$ cat src/rtl/rtc_pkg.sv
package rtc_pkg;

  typedef enum logic [1:0] {
    TM_NORMAL = 2'b00,
    TM_HIZ    = 2'b01,
    TM_LOW    = 2'b10,
    TM_HIGH   = 2'b11
  } tmode_e;

  localparam int CTL_ADDR = 0;
  localparam int LI_ADDR  = 1;
  localparam int SW_BIT   = 0;
  localparam int TM_LO    = 4;
  localparam int LI_BIT   = 0;

endpackage

$ cat src/rtl/rtc_rst_sync.sv
module rtc_rst_sync (
  input  logic clk,
  input  logic arst_n,
  output logic sync_n
);
  logic s1_q, s2_q;

  always_ff @(posedge clk or negedge arst_n) begin
    if (!arst_n) begin
      s1_q <= 1'b0;
      s2_q <= 1'b0;
    end else begin
      s1_q <= 1'b1;
      s2_q <= s1_q;
    end
  end

  assign sync_n = s2_q;
endmodule

$ cat src/rtl/rtc_down_timer.sv
// Loadable down-counter: busy while nonzero, flushed while sync_n is low.
module rtc_down_timer #(
  parameter int LEN = 4
) (
  input  logic clk,
  input  logic arst_n,
  input  logic sync_n,
  input  logic start,
  output logic busy
);
  localparam int CW = $clog2(LEN + 1);

  logic [CW-1:0] cnt_q, cnt_d;

  always_comb begin
    cnt_d = cnt_q;
    if (!sync_n)             cnt_d = '0;
    else if (start)          cnt_d = CW'(LEN);
    else if (cnt_q != '0)    cnt_d = cnt_q - 1'b1;
  end

  always_ff @(posedge clk or negedge arst_n) begin
    if (!arst_n) cnt_q <= '0;
    else         cnt_q <= cnt_d;
  end

  assign busy = (cnt_q != '0);
endmodule

$ cat src/rtl/rtc_pin_ovr.sv
module rtc_pin_ovr
  import rtc_pkg::*;
#(
  parameter int W      = 4,
  parameter bit EXEMPT = 1'b0
) (
  input  tmode_e         mode,
  input  logic [W-1:0]   fn_oe,
  input  logic [W-1:0]   fn_o,
  output logic [W-1:0]   pad_oe,
  output logic [W-1:0]   pad_o
);
  for (genvar i = 0; i < W; i++) begin : g_pin
    if (EXEMPT) begin : g_exempt
      // only the float mode reaches these pins
      always_comb begin
        pad_o[i]  = fn_o[i];
        pad_oe[i] = (mode == TM_HIZ) ? 1'b0 : fn_oe[i];
      end
    end else begin : g_forced
      always_comb begin
        pad_oe[i] = fn_oe[i];
        pad_o[i]  = fn_o[i];
        case (mode)
          TM_HIZ:  pad_oe[i] = 1'b0;
          TM_LOW:  begin pad_oe[i] = 1'b1; pad_o[i] = 1'b0; end
          TM_HIGH: begin pad_oe[i] = 1'b1; pad_o[i] = 1'b1; end
          default: ;
        endcase
      end
    end
  end
endmodule

$ cat src/rtl/rtc_ctl.sv
module rtc_ctl
  import rtc_pkg::*;
#(
  parameter int N_GEN   = 8,
  parameter int N_PP    = 8,
  parameter int CLR_CYC = 4,
  parameter int CLK_HZ  = 250_000_000,
  parameter int REC_US  = 40_000,
  parameter int ADDR_W  = 8
) (
  input  logic              clk,
  input  logic              rst_n,
  input  logic              hw_rst_n,
  input  logic              bus_we,
  input  logic [ADDR_W-1:0] bus_addr,
  input  logic [7:0]        bus_wdata,
  output logic [7:0]        bus_rdata,
  output logic              reg_clr,
  output logic              li_recover,
  input  logic [N_GEN-1:0]  fn_gen_oe,
  input  logic [N_GEN-1:0]  fn_gen_o,
  input  logic [N_PP-1:0]   fn_pp_oe,
  input  logic [N_PP-1:0]   fn_pp_o,
  output logic [N_GEN-1:0]  pad_gen_oe,
  output logic [N_GEN-1:0]  pad_gen_o,
  output logic [N_PP-1:0]   pad_pp_oe,
  output logic [N_PP-1:0]   pad_pp_o
);
  localparam int LI_CYC = (CLK_HZ / 1_000_000) * REC_US;

  logic   arst_n, sync_n;
  logic   wr_ctl, wr_li, sw_start, li_start, clr_active, wipe;
  tmode_e tm_q, tm_d;
  logic   li_q, li_d;
  logic   unused_wdata;

  assign arst_n = rst_n & hw_rst_n;

  rtc_rst_sync u_sync (.clk(clk), .arst_n(arst_n), .sync_n(sync_n));

  // bus decode; writes are dropped while a clear is running
  assign wr_ctl   = bus_we && (bus_addr == ADDR_W'(CTL_ADDR)) && sync_n && !clr_active;
  assign wr_li    = bus_we && (bus_addr == ADDR_W'(LI_ADDR))  && sync_n && !clr_active;
  assign sw_start = wr_ctl && bus_wdata[SW_BIT];
  assign li_start = wr_li && bus_wdata[LI_BIT] && !li_q;
  assign wipe     = !sync_n || clr_active || sw_start;

  rtc_down_timer #(.LEN(CLR_CYC)) u_clr (
    .clk(clk), .arst_n(arst_n), .sync_n(sync_n), .start(sw_start), .busy(clr_active)
  );

  rtc_down_timer #(.LEN(LI_CYC)) u_li (
    .clk(clk), .arst_n(arst_n), .sync_n(sync_n), .start(li_start), .busy(li_recover)
  );

  always_comb begin
    tm_d = tm_q;
    li_d = li_q;
    if (wipe) begin
      tm_d = TM_NORMAL;
      li_d = 1'b0;
    end else begin
      if (wr_ctl) tm_d = tmode_e'(bus_wdata[TM_LO +: 2]);
      if (wr_li)  li_d = bus_wdata[LI_BIT];
    end
  end

  always_ff @(posedge clk or negedge arst_n) begin
    if (!arst_n) begin
      tm_q <= TM_NORMAL;
      li_q <= 1'b0;
    end else begin
      tm_q <= tm_d;
      li_q <= li_d;
    end
  end

  always_comb begin
    bus_rdata = '0;
    if (bus_addr == ADDR_W'(CTL_ADDR)) begin
      bus_rdata[SW_BIT]      = clr_active;
      bus_rdata[TM_LO +: 2]  = tm_q;
    end else if (bus_addr == ADDR_W'(LI_ADDR)) begin
      bus_rdata[LI_BIT]      = li_q;
    end
  end

  assign reg_clr      = !sync_n || clr_active;
  assign unused_wdata = ^{bus_wdata[7:6], bus_wdata[3:1]};

  rtc_pin_ovr #(.W(N_GEN), .EXEMPT(1'b0)) u_gen (
    .mode(tm_q), .fn_oe(fn_gen_oe), .fn_o(fn_gen_o), .pad_oe(pad_gen_oe), .pad_o(pad_gen_o)
  );

  rtc_pin_ovr #(.W(N_PP), .EXEMPT(1'b1)) u_pp (
    .mode(tm_q), .fn_oe(fn_pp_oe), .fn_o(fn_pp_o), .pad_oe(pad_pp_oe), .pad_o(pad_pp_o)
  );
endmodule

$ cat config.mk
export PLATFORM = sky130hd
export DESIGN_NAME = rtc_ctl
export DESIGN_NICKNAME = d
export VERILOG_FILES = /design/src/rtl/rtc_pkg.sv /design/src/rtl/rtc_rst_sync.sv /design/src/rtl/rtc_down_timer.sv /design/src/rtl/rtc_pin_ovr.sv /design/src/rtl/rtc_ctl.sv
export SDC_FILE = /design/constraint.sdc
export NUM_CORES = 1
export LEC_CHECK = 0
export BUFFER_PORTS_ARGS = -buffer_cell sky130_fd_sc_hd__buf_2
export CELL_PAD_IN_SITES_DETAIL_PLACEMENT = 0
export CELL_PAD_IN_SITES_GLOBAL_PLACEMENT = 1
export CORE_MARGIN = 2
export CORE_UTILIZATION = 30
export CTS_CLUSTER_DIAMETER = 80
export DETAILED_ROUTE_END_ITERATION = 10
export HOLD_SLACK_MARGIN = 0.05
export PLACE_DENSITY_LB_ADDON = 0.1
export SLEW_MARGIN = 25
export SYNTH_ARGS = -nofsm -noshare
export SYNTH_HDL_FRONTEND = slang
export SYNTH_SLANG_ARGS = --single-unit
export TNS_END_PERCENT = 20
$ cat constraint.sdc
create_clock -name clk -period 1.7 [get_ports clk]
set_input_delay 0.085 -clock clk [delete_from_list [all_inputs] [get_ports clk]]
set_output_delay 0.085 -clock clk [all_outputs]
set_load 0.02 [all_outputs]
==> results <==
- STA puts the critical path data required time at 1.62 ns.
- Across the run, the number of max-cap violations was 0.
- Setup violations remaining at the end of the flow were counted as 16.
- The number of enable flip-flop cells after synthesis is 0.
- The number of placed instances, taps included, is 444.
- The placed wire-length estimate is 4430 microns.
- After detailed routing, the average wire length per cell comes to 12.4 microns.
- The critical path in this run is classified as reg2out.
- The clock tree synthesis step divided the H-tree into 2 levels.
- Relative to the synthesized area, the layout overhead comes to 49.2%.
- Clock tree synthesis found a total of 32 sinks.
- Before CTS, the worst setup slack after placement is -0.0889 ns.
- In this run the static leakage power is 1.59 nW.
- The setup check on the worst reg-to-reg path leaves a slack of -0.11 ns.
- For this run, design rule violations remaining after detail routing come to 0.
- STA classifies the critical path endpoint as a primary output.
- The number of instances in the synthesized netlist is 251.
- In the synthesized netlist the async set-or-reset flop fraction comes to 100%.
- The most numerous cell type found on the critical path is buf_6.
- Before antenna repair, the detailed router went through 4 iterations.
- The flow ran to the end, but the final reports show violations.
- The worst setup path is launched from a flip-flop.
- The worst-case reg-to-reg path depth is 7.
- For this design the top-level I/O count stands at 94.
- The initial antenna violation count is 0.
- The core box area is 6870 sq um.
- The checks that failed: negative setup slack.
- The worst min-delay path startpoint is bus_wdata[4].
- From left edge to right edge, the die measures 88.6 microns.
- The die covers 7840 sq um.
- The highest fanout seen on the critical path is 2.
- Clock-pin slew was measured on the worst setup and hold paths at 0.07 ns.
- The final hold violation count came to 0.
- The count of inserted antenna diode cells is 0.
- The master cell of the clock root buffer is clkbuf_8.
- The number of buffers inserted during clock tree synthesis is 5.
- The critical path's slowest cell is or4_4.
- After layout, the worst setup slack is -0.109 ns.
- The share of final-layout standard cells stronger than drive strength 1 is 45.8%.
- The leading register cell type out of synthesis is dfrtp_1.
- Summing the sequential cell areas from Yosys gives 37.3% of the chip area.
- Global routing used 15.1% of the available tracks across all layers.
- Summed over all layers, the routed wires come to 5750 microns.
- Setup repair after global routing could not meet its margin everywhere.
- After the last flow step, the layout net total stands at 424.
- The largest single stage delay on the critical path is 0.55 ns.
- The tightest min-delay check is of the in2reg type.
- The peak clock frequency supported by timing is 553 MHz.
- For this run, the number of Yosys warnings is 0.
- The worst register-to-register path ends at u_li.cnt_q[13].
- Once layout is complete, the cells apart from fillers number 465.
- IR analysis of the VDD net gives a maximum drop of 0.872 mV.
- The total overflow left after global routing is 0.
- The routed via count is 2089.
- Averaged over all synthesized cells, the footprint is 8.54 sq um.
- After the first detailed-routing iteration, the DRC count stood at 72.
- For this configuration, the core starts out at a cell density of 31.2%.
- In this run the tool buffered the top-level ports with 67 buffer cells.
- At the end of routability-driven placement, the weighted congestion stood at 0.794.
- Subtracting the final worst setup slack from the clock period gives 1.81 ns.
- The number of cells traversed by the worst hold path is 3.
- Entering global routing, the biggest net connects 33 pins.
- Of the available clock period, the critical path in the final layout requires 106%.
- The number of storage elements in the synthesis netlist is 32.
- The worst clock skew on the final layout is 0.00996 ns.
- TritonCTS built the clock tree.
- The count of pins over their slew limit is 0.
- The count of cell types in the netlist is 52.
- The post-synth design cell area is 2140 sq um.
- STA puts the critical path data arrival time at 1.72 ns.
- The beginning of the worst register-to-register path is u_li.cnt_q[18].
- The path with the worst hold slack has its endpoint at tm_q[0].
- The first global-routing pass estimated 9050 microns of wire.
- The critical path goes through or4_4, nor2_4, nand4_4, buf_6, buf_6.
- The count of antenna-violating nets left after detailed routing is 0.
- The initialized floorplan defines 30 standard-cell rows.
- After detailed routing, the number of vias per cell comes to 4.49.
- The clock network latency to the later pin of the worst-skew pair is 0.29 ns.
- The vertical die dimension is 88.6 microns.
- The largest buffer count on any clock path is 2.
- The power density of the placed cells is 1950 nW/um^2.
- The via count of the first global-routing pass is 1933.
-- per-stage QoR --
stage | util (%) | area [sq um] | hold WS, ns | total power, mW | TNS, ns
2_1_floorplan | - | 2160 | 0.230 | 3.41 | -0.0331
3_3_place_gp | 41.4 | 2840 | 0.170 | 4.82 | -1.33
3_5_place_dp | 41.4 | 2840 | 0.170 | 4.84 | -1.39
4_1_cts | 45.3 | 3110 | 0.0736 | 6.07 | -1.68
5_1_grt | 46.6 | 3200 | 0.0803 | 6.79 | -2.31
6_report | 46.6 | 3200 | 0.0739 | 6.25 | -0.734
-- worst max-delay path, delay by kind of cell (launching register included) --
family | cells | cell delay [ns]
buf+inv | 2 | 0.26
flops | 1 | 0.37
simple gates | 3 | 0.80
-- timing repair --
item | CTS | global route
buffers inserted | 7 | 4
endpoints found under the setup margin | 25 | 27
pin swaps | 7 | 11
resized for setup | 18 | 20
endpoints found under the hold margin | 32 | 0
hold buffers | 2 | 0
-- power by group --
group / switching [mW] / leakage, nW / internal (mW)
logic: 1.92 / 1.10 / 2.21
registers: 0.258 / 0.425 / 1.05
clock network: 0.291 / 0.0645 / 0.517
total: 2.47 / 1.59 / 3.78
-- flip-flops by register name, summed over array words and instances (netlist names) --
register       count
li_q               1
tm_q               2
u_clr.cnt_q        3
u_li.cnt_q        24
u_sync.s1_q        1
u_sync.sync_n      1
-- cells by family (layout without fill, tap and decap cells) --
kind of cell,count (synthesis),count (layout),share of synthesized area [%]
and+or+nand+nor,121,121,33.2
AOI/OAI and AO/OA,48,48,13.8
buffers and inverters,33,147,8.40
DFF,32,32,37.3
xor gates and xnor gates,10,10,4.08
adders and majority gates,4,4,2.33
other,2,6,0.350
muxes,1,1,0.467
-- worst max path at each step --
| stage | slack, ns | from | end | cells after the start |
|---|---|---|---|---|
| after floorplan | -0.02 | u_li.cnt_q[0] | u_li.cnt_q[18] | 7 |
| after global placement | -0.09 | u_clr.cnt_q[0] | u_li.cnt_q[22] | 7 |
| after detailed placement | -0.09 | u_clr.cnt_q[0] | u_li.cnt_q[6] | 7 |
| after CTS | -0.14 | u_li.cnt_q[16] | li_recover | 5 |
| after global routing | -0.17 | u_li.cnt_q[19] | u_li.cnt_q[13] | 7 |
| final | -0.11 | u_li.cnt_q[18] | li_recover | 5 |
-- per-layer routing --
metal | global-route usage, % | part of all wire, % | vias to the layer above | wire length (microns)
li1 | - | - | 1088 | -
met1 | 19.7 | 49 | 943 | 2810
met2 | 25.2 | 46 | 49 | 2650
met3 | 3.26 | 3.7 | 9 | 210
met4 | 4.82 | 1.4 | 0 | 80
met5 | 0 | 0 | - | 0
-- synth_stat cells, types with 6 or more instances --
library cell	number	share of area [%]
nand4_1	8	2.3
xnor2_1	8	3.3
nand3_1	7	1.6
clkbuf_1	6	1.1
nor3_1	8	1.9
buf_4	13	4.6
nor2_1	26	4.6
a21o_1	8	2.8
inv_1	12	2.1
nand2_1	29	5.1
dfrtp_1	32	37
a21oi_1	14	3.3
o21ai_0	13	3.0
and2_1	12	3.5
-- placed cells by master (no fill, tap or decap), drive strengths merged, types with 6 or more instances in the layout --
cell type,synthesis,routed
nor2,27,27
conb,2,6
inv,12,12
a21o,8,8
nand4,10,10
nand3,7,7
nand2,29,29
buf,14,124
xnor2,8,8
o21ai,14,14
nor3,11,11
clkbuf,6,7
dfrtp,32,32
a21oi,15,15
and2,12,12
-- final cells by class --
class                   count  area (sq um)
fillers                   678          3670
multi-input cells         190          1270
repair buffers            126           823
flip-flops and latches     32           805
well taps                  96           120
clock buffers               7          96.3
inverters                  13          52.6
clock inverters             1          30.0
Power figures use the tool's default switching activity.
